**config.mk**
```make
export PLATFORM = sky130hd
export DESIGN_NAME = lcd_static_drive
export DESIGN_NICKNAME = d
export VERILOG_FILES = /design/src/rtl/lcd_drive_pkg.sv /design/src/rtl/lcd_bp_divider.sv /design/src/rtl/lcd_digit_dec.sv /design/src/rtl/lcd_seg_map.sv /design/src/rtl/lcd_static_drive.sv
export SDC_FILE = /design/constraint.sdc
export NUM_CORES = 1
export LEC_CHECK = 0
export ABC_AREA = 1
export BUFFER_PORTS_ARGS = -buffer_cell sky130_fd_sc_hd__buf_4
export CORE_UTILIZATION = 56
export CTS_BUF_LIST = sky130_fd_sc_hd__clkbuf_8
export DETAILED_ROUTE_END_ITERATION = 8
export GPL_ROUTABILITY_DRIVEN = 0
export PLACE_DENSITY = 0.8
export SETUP_SLACK_MARGIN = 0.02
export SLEW_MARGIN = 0
export SYNTH_ARGS = -nofsm -noshare
export SYNTH_HDL_FRONTEND = slang
export SYNTH_SLANG_ARGS = --single-unit
```
**constraint.sdc**
```tcl
create_clock -name clk -period 1.7 [get_ports clk]
set_clock_uncertainty 0.05 [all_clocks]
set_input_delay 0.17 -clock clk [delete_from_list [all_inputs] [get_ports clk]]
set_output_delay 0.17 -clock clk [all_outputs]
set_load 0.01 [all_outputs]
```
**src/rtl/lcd_drive_pkg.sv**
```systemverilog
package lcd_drive_pkg;
  localparam int SEGS_PER_DIGIT = 7;
  localparam int EXTRA_SEGS     = 3;  // half-digit b, half-digit c, minus

  typedef logic [SEGS_PER_DIGIT-1:0] seven_t;

  function automatic seven_t bcd_to_seven(input logic [3:0] code);
    seven_t s;
    case (code)
      4'd0: s = 7'h3F;
      4'd1: s = 7'h06;
      4'd2: s = 7'h5B;
      4'd3: s = 7'h4F;
      4'd4: s = 7'h66;
      4'd5: s = 7'h6D;
      4'd6: s = 7'h7D;
      4'd7: s = 7'h07;
      4'd8: s = 7'h7F;
      4'd9: s = 7'h6F;
      default: s = 7'h00;
    endcase
    return s;
  endfunction
endpackage

```
**src/rtl/lcd_bp_divider.sv**
```systemverilog
module lcd_bp_divider #(
  parameter int DIV = 800
) (
  input  logic clk,
  input  logic rst_n,
  output logic bp_q,
  output logic bp_next
);
  localparam int HALF = DIV / 2;
  localparam int CW   = (HALF > 1) ? $clog2(HALF) : 1;
  localparam logic [CW-1:0] LAST = CW'(HALF - 1);

  logic [CW-1:0] cnt;
  logic          flip;

  assign flip    = (cnt == LAST);
  assign bp_next = bp_q ^ flip;

  always_ff @(posedge clk or negedge rst_n) begin
    if (!rst_n) begin
      cnt  <= '0;
      bp_q <= 1'b0;
    end else begin
      cnt  <= flip ? '0 : cnt + 1'b1;
      bp_q <= bp_next;
    end
  end
endmodule

```
**src/rtl/lcd_digit_dec.sv**
```systemverilog
module lcd_digit_dec
  import lcd_drive_pkg::*;
(
  input  logic [3:0] code,
  output seven_t     segs
);
  assign segs = bcd_to_seven(code);
endmodule

```
**src/rtl/lcd_seg_map.sv**
```systemverilog
module lcd_seg_map
  import lcd_drive_pkg::*;
#(
  parameter int NDIG = 3
) (
  input  logic [4*NDIG-1:0] bcd_in,
  input  logic              half_on,
  input  logic              minus_on,
  input  logic              lamp_on,
  output logic [NDIG*SEGS_PER_DIGIT+EXTRA_SEGS-1:0] on_bits
);
  localparam int DSEG = NDIG * SEGS_PER_DIGIT;
  localparam int NSEG = DSEG + EXTRA_SEGS;

  logic [NSEG-1:0] raw;

  for (genvar i = 0; i < NDIG; i++) begin : g_dig
    lcd_digit_dec u_dec (
      .code (bcd_in[4*i +: 4]),
      .segs (raw[SEGS_PER_DIGIT*i +: SEGS_PER_DIGIT])
    );
  end

  assign raw[DSEG]     = half_on;
  assign raw[DSEG + 1] = half_on;
  assign raw[DSEG + 2] = minus_on;

  assign on_bits = lamp_on ? {NSEG{1'b1}} : raw;
endmodule

```
**src/rtl/lcd_static_drive.sv**
```systemverilog
module lcd_static_drive
  import lcd_drive_pkg::*;
#(
  parameter int DIV  = 800,
  parameter int NDIG = 3
) (
  input  logic                clk,
  input  logic                rst_n,
  input  logic [4*NDIG-1:0]   bcd_in,
  input  logic                half_on,
  input  logic                minus_on,
  input  logic                lamp_on,
  output logic                bp_out,
  output logic [NDIG*SEGS_PER_DIGIT+EXTRA_SEGS-1:0] seg_out
);
  localparam int NSEG = NDIG * SEGS_PER_DIGIT + EXTRA_SEGS;

  logic            bp_next;
  logic [NSEG-1:0] on_bits;
  logic [NSEG-1:0] seg_q;

  lcd_bp_divider #(.DIV(DIV)) u_div (
    .clk     (clk),
    .rst_n   (rst_n),
    .bp_q    (bp_out),
    .bp_next (bp_next)
  );

  lcd_seg_map #(.NDIG(NDIG)) u_map (
    .bcd_in   (bcd_in),
    .half_on  (half_on),
    .minus_on (minus_on),
    .lamp_on  (lamp_on),
    .on_bits  (on_bits)
  );

  // Same edge as the backplane register: segment = next backplane ^ on-bit.
  always_ff @(posedge clk or negedge rst_n) begin
    if (!rst_n) seg_q <= '0;
    else        seg_q <= on_bits ^ {NSEG{bp_next}};
  end

  assign seg_out = seg_q;
endmodule

```
Word level (Yosys, flattened, before mapping):

Memory sizes are Yosys's and may differ from the RTL's.
Cells that the tools add are included.

* bits in registers: 34
* latch bits: 0
* RAM bits: 0
* bits in read-only memories: 336
* input port bits: 17
* output and inout port bits: 25
* memories: 3

* add/subtract/negate cells: 1
* multipliers: 0
* divide/modulo/power cells: 0
* magnitude comparators: 0
* equality and inequality tests: 1
* shift operators: 0
* muxes and demuxes: 2
* bitwise logic cells: 2
* reductions and logical operators: 0

Memory list
* (name not given): words 16, width 7, read ports 1, clocked after Yosys merged registers in 0, wr ports 0, RTL line lcd_drive_pkg.sv:9 `case (code)`
* (name not given): words 16, width 7, read ports 1, clocked after Yosys merged registers in 0, wr ports 0, RTL line lcd_drive_pkg.sv:9
* (name not given): words 16, width 7, read ports 1, clocked after Yosys merged registers in 0, wr ports 0, RTL line lcd_drive_pkg.sv:9

Operators by type and width (number)
* $mux W24: 1
* $xor A24 B24 Y24: 1
* $add A9 B1 Y9 const B: 1
* $eq A9 B9 Y1 const B: 1
* $mux W9: 1
* $xor A1 B1 Y1: 1

Logic depth before layout (Yosys ltp):

Gate-level depths: netlist of the first run.

* depth in word-level cells: 3
* mapped depth: 10

Cells and area by module:

Synthesis of the first run repeated with hierarchy kept, for this count alone.

* cell total of the unflattened synthesis: 349
* area total of the unflattened synthesis: 2387.3 µm²

Modules (own cells, without submodules)
* lcd_static_drive: times used 1, cells an instance 126, area each 1058.5 µm², seq. area each 600.6 µm²
* lcd_digit_dec: times used 3, cells an instance 39, area each 210.2 µm², seq. area each 0.0 µm²
* lcd_bp_divider: times used 1, cells an instance 56, area each 489.2 µm², seq. area each 250.2 µm²
* lcd_seg_map: times used 1, cells an instance 50, area each 209.0 µm², seq. area each 0.0 µm²

Worst setup path after synthesis of the first run:

No wires, ideal clock.

* kind: flip-flop to flip-flop
* from: register u_div.cnt[0]
* to: register seg_q[11] (netlist: seg_out[11])
* arrival time: 1.229 ns
* required time: 1.533 ns
* slack: 0.304 ns
* stages on the path, launching flop included: 8
* path buffers: 1
* clock period less this slack: 1.396 ns
* cell sequence: dfrtp_1 > ha_1 > nand3_2 > nor2_4 > nand3_2 > buf_4 > nand3_1 > nand2_1

* longest elaborated chain between the ends: 3

RTL lines
* start: declaration: RTL line lcd_bp_divider.sv:13 `logic [CW-1:0] cnt;`
* start signal: assignment: RTL line lcd_bp_divider.sv:24 `cnt <= flip ? '0 : cnt + 1'b1;`
* $eq A9 B9 Y1: RTL line lcd_bp_divider.sv:16 `assign flip = (cnt == LAST);`
* $xor A1 B1 Y1: RTL line lcd_bp_divider.sv:17 `assign bp_next = bp_q ^ flip;`
* $xor A24 B24 Y24: RTL line lcd_static_drive.sv:40 `else seg_q <= on_bits ^ {NSEG{bp_next}};`
* end signal: assignment: RTL line lcd_static_drive.sv:40
* end: declaration: RTL line lcd_static_drive.sv:20 `logic [NSEG-1:0] seg_q;`

No other way between the ends.

Final worst setup path of the first run:

* from: register u_div.cnt[0]
* to: register seg_q[17] (netlist: seg_out[17])

Same word-level chain as after synthesis.

==> reports/qor.txt, run 1 <==
type of the worst min-delay path = in -> reg
via count = 2,051
drt drc = 0
initial antenna violation count = 0
post-CTS setup buffer count = 0
status = completed
Syn Area/Cell = 7.106 um^2
P&R area growth vs syn = 20.02%
distinct cell type count after synthesis = 21
Crit Path Class = reg -> reg
worst-margin pin slew = 0.4157 ns
# diodes = 0
Slew headroom = 72.29%
initial drt markers = 144
Post-Syn Nets = 357
Seq/Total Area, Yosys = 36.20%
# clock sinks = 33
critical path, cell by cell = ha_1 -> nand3_2 -> nor2_4 -> nand3_2 -> buf_4 -> nand3_1 -> nand2_1
CTS tree = built
Max Fclk = 647.0 MHz
Max Cap Violations = 0
final setup vio count = 0
Util after Layout = 72.59%
Via density = 4.990
PortBufs = 41
Final HPWL DP = 3356 um
Post-Syn Area = 2281 um^2
Startpoint Class = register
grt ovf = 0
power per cell area = 670.0 nW/um^2
CP max FO = 23
filler instances = 331
Die ar. = 4332 um^2
Horiz. Die Dim = 65.82 um
die height = 65.82 um
area of the multi-input gates = 1255 um^2
final WL = 4572 um
Fin. Hold Viols = 0
vias in the first global route = 1,814
initial core utilization = 60.48%
crit path DAT = 1.68 ns
synth warn = 0
share of post-route cells with drive strength above 1 = 17.91%
core area = 3771 um^2
minimum clock period = 1.546 ns
WL/cell = 11.12 um
final antenna-violating net count = 0
Overall Global Routing Usage = 23.71%
Clk Latency, worst-skew pair = 0.29 ns
cts bufs inserted = 5
Reg area = 825.8 um^2
num rows = 22
Seq cells post-synth = 33
global-route wire length before repair = 7569 um
setup TNS = 0 ns
Tot Pwr = 1.834 mW
pin count of the biggest net entering global routing = 34
Final Max Tran Viols = 0
Tcrit/Tclk final = 90.92%
clk slew on worst S/H paths = 0.06 ns
RSZ-0062 raised after global routing = no
crit-path most repeated cell = nand3_2
I/O pins = 42
Nets = 398
Critical Path Sink Type = register
Largest stage delay, worst path = 0.37 ns
cells after synthesis = 321
Slowest-stage cell, CP = dfrtp_1
Req. time, crit path = 1.83 ns
CTS max path bufs = 2
# H-tree levels = 2
LEAKAGE = 1.522 nW
Pre-antenna DRT Iters = 4
root buffer cell = clkbuf_8
VDD IR max = 336.5 uV
per-stage QoR:
stage          cells  hold WS [ns]  setup slack [ns]  instance area [um^2]
2_1_floorplan    321       -0.1756            0.3039                  2281
3_3_place_gp     402       0.08082            0.1863                  2601
3_5_place_dp     402       0.08218            0.1394                  2601
4_1_cts          411        0.1010            0.1116                  2713
5_1_grt          411        0.1291           0.03185                  2738
6_report         411        0.1097            0.1543                  2738
cells in the final DEF (no fill, tap or decap), drive strengths merged:
cell type    netlist  routed
clkinv             1       2
clkbuf             0       7
ha                19      19
nand4              2       2
a21oi              6       6
nand2            111     111
dlygate4sd3        0       1
o211ai             3       3
dfrtp             33      33
xor2               3       3
nand3             51      51
buf               10      43
o21ai              1       1
inv               39      39
nor2              42      42
routing by layer:
| layer | share of wire (%) | up-vias | global-route usage, % |
|---|---|---|---|
| met5 | 0 | - | 0 |
| met4 | 2.3 | 0 | 11.96 |
| met3 | 5.0 | 9 | 5.172 |
| met2 | 48 | 60 | 39.03 |
| met1 | 45 | 910 | 28.95 |
| li1 | - | 1072 | - |
sequential cells by signal, summed over array words and instances, names as in the netlist:
signal,count
u_div.cnt,9
u_div.bp_q,1
seg_out,23
final timing paths:
kind | to | cells after the start | slack [ns] | startpoint
min reg2reg | u_div.cnt[0] | 1 | 0.42 | u_div.cnt[0]
max | seg_out[17] | 7 | 0.15 | u_div.cnt[0]
max in group asynchronous | seg_out[14] | 2 | 1.00 | rst_n
min | seg_out[22] | 4 | 0.11 | half_on
max reg2reg | seg_out[17] | 7 | 0.15 | u_div.cnt[0]
min in group asynchronous | u_div.cnt[5] | 2 | 0.30 | rst_n
cell families after synthesis:
| logic type | Yosys count | synth area share (%) |
|---|---|---|
| AOI/OAI and AO/OA | 10 | 3.017 |
| adders and majority gates | 19 | 10.42 |
| and+or+nand+nor | 206 | 39.33 |
| DFF | 33 | 36.20 |
| buffers and inverters | 50 | 9.874 |
| xor gates and xnor gates | 3 | 1.152 |
what timing repair did:
action / CTS / global route
endpoints found under the setup margin: 0 / 5
gates resized for setup: 0 / 3
hold buffers: 1 / 0
hold endpoints to repair: 33 / 0
power breakdown:
group	leakage (nW)	internal, mW	total, mW	switching, mW
Clock	0.0542	0.365	0.648	0.283
Combinational	1.10	0.149	0.349	0.200
Sequential	0.368	0.824	0.837	0.0130
Total	1.52	1.34	1.83	0.495
synthesized netlist by cell type:
cell	n	area share, %
nand2_1	107	18
nand3_1	48	11
nor2_1	40	6.6
inv_1	37	6.1
dfrtp_1	33	36
ha_1	19	10
buf_4	5	1.6
a21oi_1	3	0.66
a21oi_2	3	1.2
buf_2	3	0.66
nand2_4	3	1.5
nand3_2	3	1.3
o211ai_1	3	0.99
xor2_1	3	1.2
buf_6	2	0.99
inv_2	2	0.33
nand4_1	2	0.55
nor2_4	2	0.99
clkinv_1	1	0.16
nand2_2	1	0.27
o21ai_0	1	0.22
layout make-up:
| cell class | instances | share of cell area, % |
|---|---|---|
| Clock inverter | 1 | 0.1828 |
| Inverter | 40 | 5.484 |
| Tap cell | 48 | 2.194 |
| Sequential cell | 33 | 30.16 |
| Clock buffer | 7 | 3.519 |
| Timing Repair Buffer | 44 | 12.61 |
| Multi-Input combinational cell | 238 | 45.84 |
critical path, delay by kind of cell, from the launching register on:
| family | cells | cell delay (ns) |
|---|---|---|
| fa+ha+maj | 1 | 0.21 |
| buf+inv | 1 | 0.22 |
| flops | 1 | 0.37 |
| simple gates | 5 | 0.58 |
No activity file was read; power rests on OpenSTA's default activity.
==> run 2: changes to the inputs <==
--- a/config.mk
+++ b/config.mk
@@ -5,15 +5,17 @@
 export SDC_FILE = /design/constraint.sdc
 export NUM_CORES = 1
 export LEC_CHECK = 0
-export ABC_AREA = 1
+export ABC_AREA = 0
 export BUFFER_PORTS_ARGS = -buffer_cell sky130_fd_sc_hd__buf_4
+export CAP_MARGIN = 5
 export CORE_UTILIZATION = 56
 export CTS_BUF_LIST = sky130_fd_sc_hd__clkbuf_8
 export DETAILED_ROUTE_END_ITERATION = 8
 export GPL_ROUTABILITY_DRIVEN = 0
-export PLACE_DENSITY = 0.8
+export PLACE_DENSITY = 0.82
 export SETUP_SLACK_MARGIN = 0.02
 export SLEW_MARGIN = 0
 export SYNTH_ARGS = -nofsm -noshare
 export SYNTH_HDL_FRONTEND = slang
 export SYNTH_SLANG_ARGS = --single-unit
+export TNS_END_PERCENT = 20
==> run 2 against run 1 <==
Against the previous run: the flow now finishes with violations (setup timing); maximum frequency is 9.5% lower; sequential share of layout area is 2.4 points higher; routed wire length is 19% lower; power is 6.2% lower; core utilization is 3.3 points higher; design area is 7.5% lower; non-clock buffer count is 10 higher; clock power is 9.3% lower; via count is 30% lower; critical endpoint is now seg_out[9]; largest power group unchanged.
==> reports/qor.txt, run 2 <==
Fin. Hold Viols = 0
met1 wire length = 1616 um
switching power of the nets = 473.6 uW
area post-placement = 2336 um^2
initial drt markers = 90
PortBufs = 41
cts bufs inserted = 5
top sig layer = met4
Startpoint Class = register
Pre-antenna DRT Iters = 4
Post-Syn Nets = 220
cells after synthesis = 184
minimum clock period = 1.708 ns
status = complete, but fails checks
Horiz. Die Dim = 60.95 um
Syn Area/Cell = 10.57 um^2
non-filler cells in the finished layout = 283
num rows = 21
via count = 1,436
clk slew on worst S/H paths = 0.07 ns
failing checks = setup timing
area of the multi-input gates = 1047 um^2
Max Fclk = 585.6 MHz
commonest non-fill, non-tap cell in the layout = buf_4
clock share of power = 34.2%
Seq cells post-synth = 33
crit path DAT = 1.87 ns
Comb pwr share = 17.2%
RSZ-0062 raised after global routing = yes
initial antenna violation count = 0
distinct cell type count after synthesis = 29
Crit Path Class = reg -> reg
Largest stage delay, worst path = 0.42 ns
Tot Pwr = 1.721 mW
Util after Layout = 75.89%
share of post-route cells with drive strength above 1 = 31.22%
LEAKAGE = 1.188 nW
most numerous cell in the Yosys netlist = dfrtp_1
grt ovf = 0
Req. time, crit path = 1.86 ns
setup ws final = -0.007797 ns
filler instances = 228
setup TNS = -0.01961 ns
critical path, cell by cell = ha_4 -> nand3_4 -> nor3_4 -> xnor2_4 -> buf_12 -> xor2_1
Nets = 272
post-synth top area share = 42.44%
final setup vio count = 5
WL/cell = 13.03 um
ys flop type = dfrtp_1
final antenna-violating net count = 0
Max Cap Violations = 0
die height = 60.95 um
synth warn = 0
Post-synth EDFFs = 0
core area = 3337 um^2
Final HPWL DP = 2550 um
# diodes = 0
worst-margin pin slew = 0.4424 ns
Synth area leaders = dfrtp_1 (42%), ha_1 (12%), xor2_1 (10%)
VDD IR max = 317.1 uV
Critical Path Sink Type = register
root buffer cell = clkbuf_8
Cells after DPL = 269
Largest register FFs = 23
fraction of registers with async set/reset = 100.0%
Slew headroom = 70.19%
Post-Syn Area = 1946 um^2
# H-tree levels = 2
most frequent cells after synthesis = dfrtp_1 (33), xor2_1 (23), ha_1 (19)
Seq/Total Area, Yosys = 42.44%
Overall Global Routing Usage = 21.01%
CTS tree = built
final WL = 3687 um
CTS max path bufs = 2
routed wl met2 = 1884 um
I/O pins = 42
initial core utilization = 58.31%
# clock sinks = 33
power per cell area = 679.7 nW/um^2
Clk Latency, worst-skew pair = 0.29 ns
Final Max Tran Viols = 0
pin count of the biggest net entering global routing = 34
drt drc = 0
type of the worst min-delay path = in -> reg
most frequent cells in the layout = buf_4 (50), dfrtp_1 (33), xor2_1 (21), ha_1 (18), inv_1 (16)
DR WL met3 = 115 um
CP max FO = 10
Int Pwr = 1.248 mW
sw frac = 27.51%
P&R area growth vs syn = 30.16%
post-synth top area cell = dfrtp_1
Die ar. = 3714 um^2
global-route wire length before repair = 5526 um
vias in the first global route = 1,233
Via density = 5.074
Slowest-stage cell, CP = dfrtp_1
Tcrit/Tclk final = 100.5%
sequential share of power = 48.6%
Reg area = 825.8 um^2
Final Cell Area = 2532 um^2
[run 2: changes by cell type in the layout (fill, tap and decap cells not counted), sizes merged, moves of 6 or more]
cell | previous run | this run
nand2 | 111 | 5
nand3 | 51 | 6
nor2 | 42 | 10
inv | 39 | 16
xor2 | 3 | 23
buf | 43 | 52
nor3 | 0 | 8
o21ai | 1 | 9
xnor2 | 0 | 7
a21oi | 6 | 12
[run 2: area by class of cell]
class	instances	share of cell area, %
clock buffer	5	2.717
timing repair buffer	54	17.79
tap	46	2.273
inverter	16	2.372
sequential	33	32.61
clock inverter	3	0.8893
multi-input combinational	126	41.35
[run 2: layer usage]
layer	GRT usage, %	up-vias
li1	-	715
met4	11.36	0
met3	4.264	7
met2	32.81	34
met1	27.52	680
met5	0	-
[run 2: worst max-delay path: cells and delay by family, from the launching register on]
kind | cells | cell delay, ns
fa+ha+maj | 1 | 0.17
simple gates | 2 | 0.39
buf+inv | 1 | 0.19
flops | 1 | 0.42
xor+xnor | 2 | 0.40
[run 2: logic make-up after synthesis]
family / synth area share, %
DFF: 42.44
adders and majority gates: 12.22
AOI/OAI and AO/OA: 10.48
muxes: 1.029
buffers and inverters: 5.788
and+or+nand+nor: 12.03
xor gates and xnor gates: 16.01
[run 2: what timing repair did]
item                                    4_1_cts  5_1_grt
resized for setup                             1        5
endpoints found under the setup margin        9       20
gates cloned                                  0        1
hold buffers                                  1        0
hold endpoints to repair                     33        0
pin swaps                                     0        6
buffers inserted                              0        4
[run 2: final timing paths]
check | start | endpoint | slack [ns] | cells after the start
max | u_div.cnt[1] | seg_out[9] | -0.008 | 6
min | half_on | seg_out[22] | 0.16 | 3
max reg2reg | u_div.cnt[1] | seg_out[9] | -0.008 | 6
min reg2reg | u_div.cnt[0] | u_div.cnt[1] | 0.51 | 1
max in group asynchronous | rst_n | u_div.cnt[0] | 1.02 | 2
min in group asynchronous | rst_n | u_div.cnt[2] | 0.30 | 2
[run 2: power by group through the flow]
stage / logic, mW / registers [mW] / clock network (mW)
after floorplan: 0.133 / 0.871 / 0
after global placement: 0.286 / 0.852 / 0
after detailed placement: 0.292 / 0.852 / 0
after CTS: 0.296 / 0.837 / 0.596
after global routing: 0.335 / 0.839 / 0.631
final: 0.296 / 0.837 / 0.588
[run 2: per-stage QoR]
stage          hold WS [ns]  worst slack [ns]
3_3_place_gp        0.07104            0.1051
4_1_cts              0.1189           0.02000
5_1_grt              0.1933          -0.08639
6_report             0.1609         -0.007797
3_5_place_dp        0.07338           0.04195
2_1_floorplan       -0.1756           0.07263
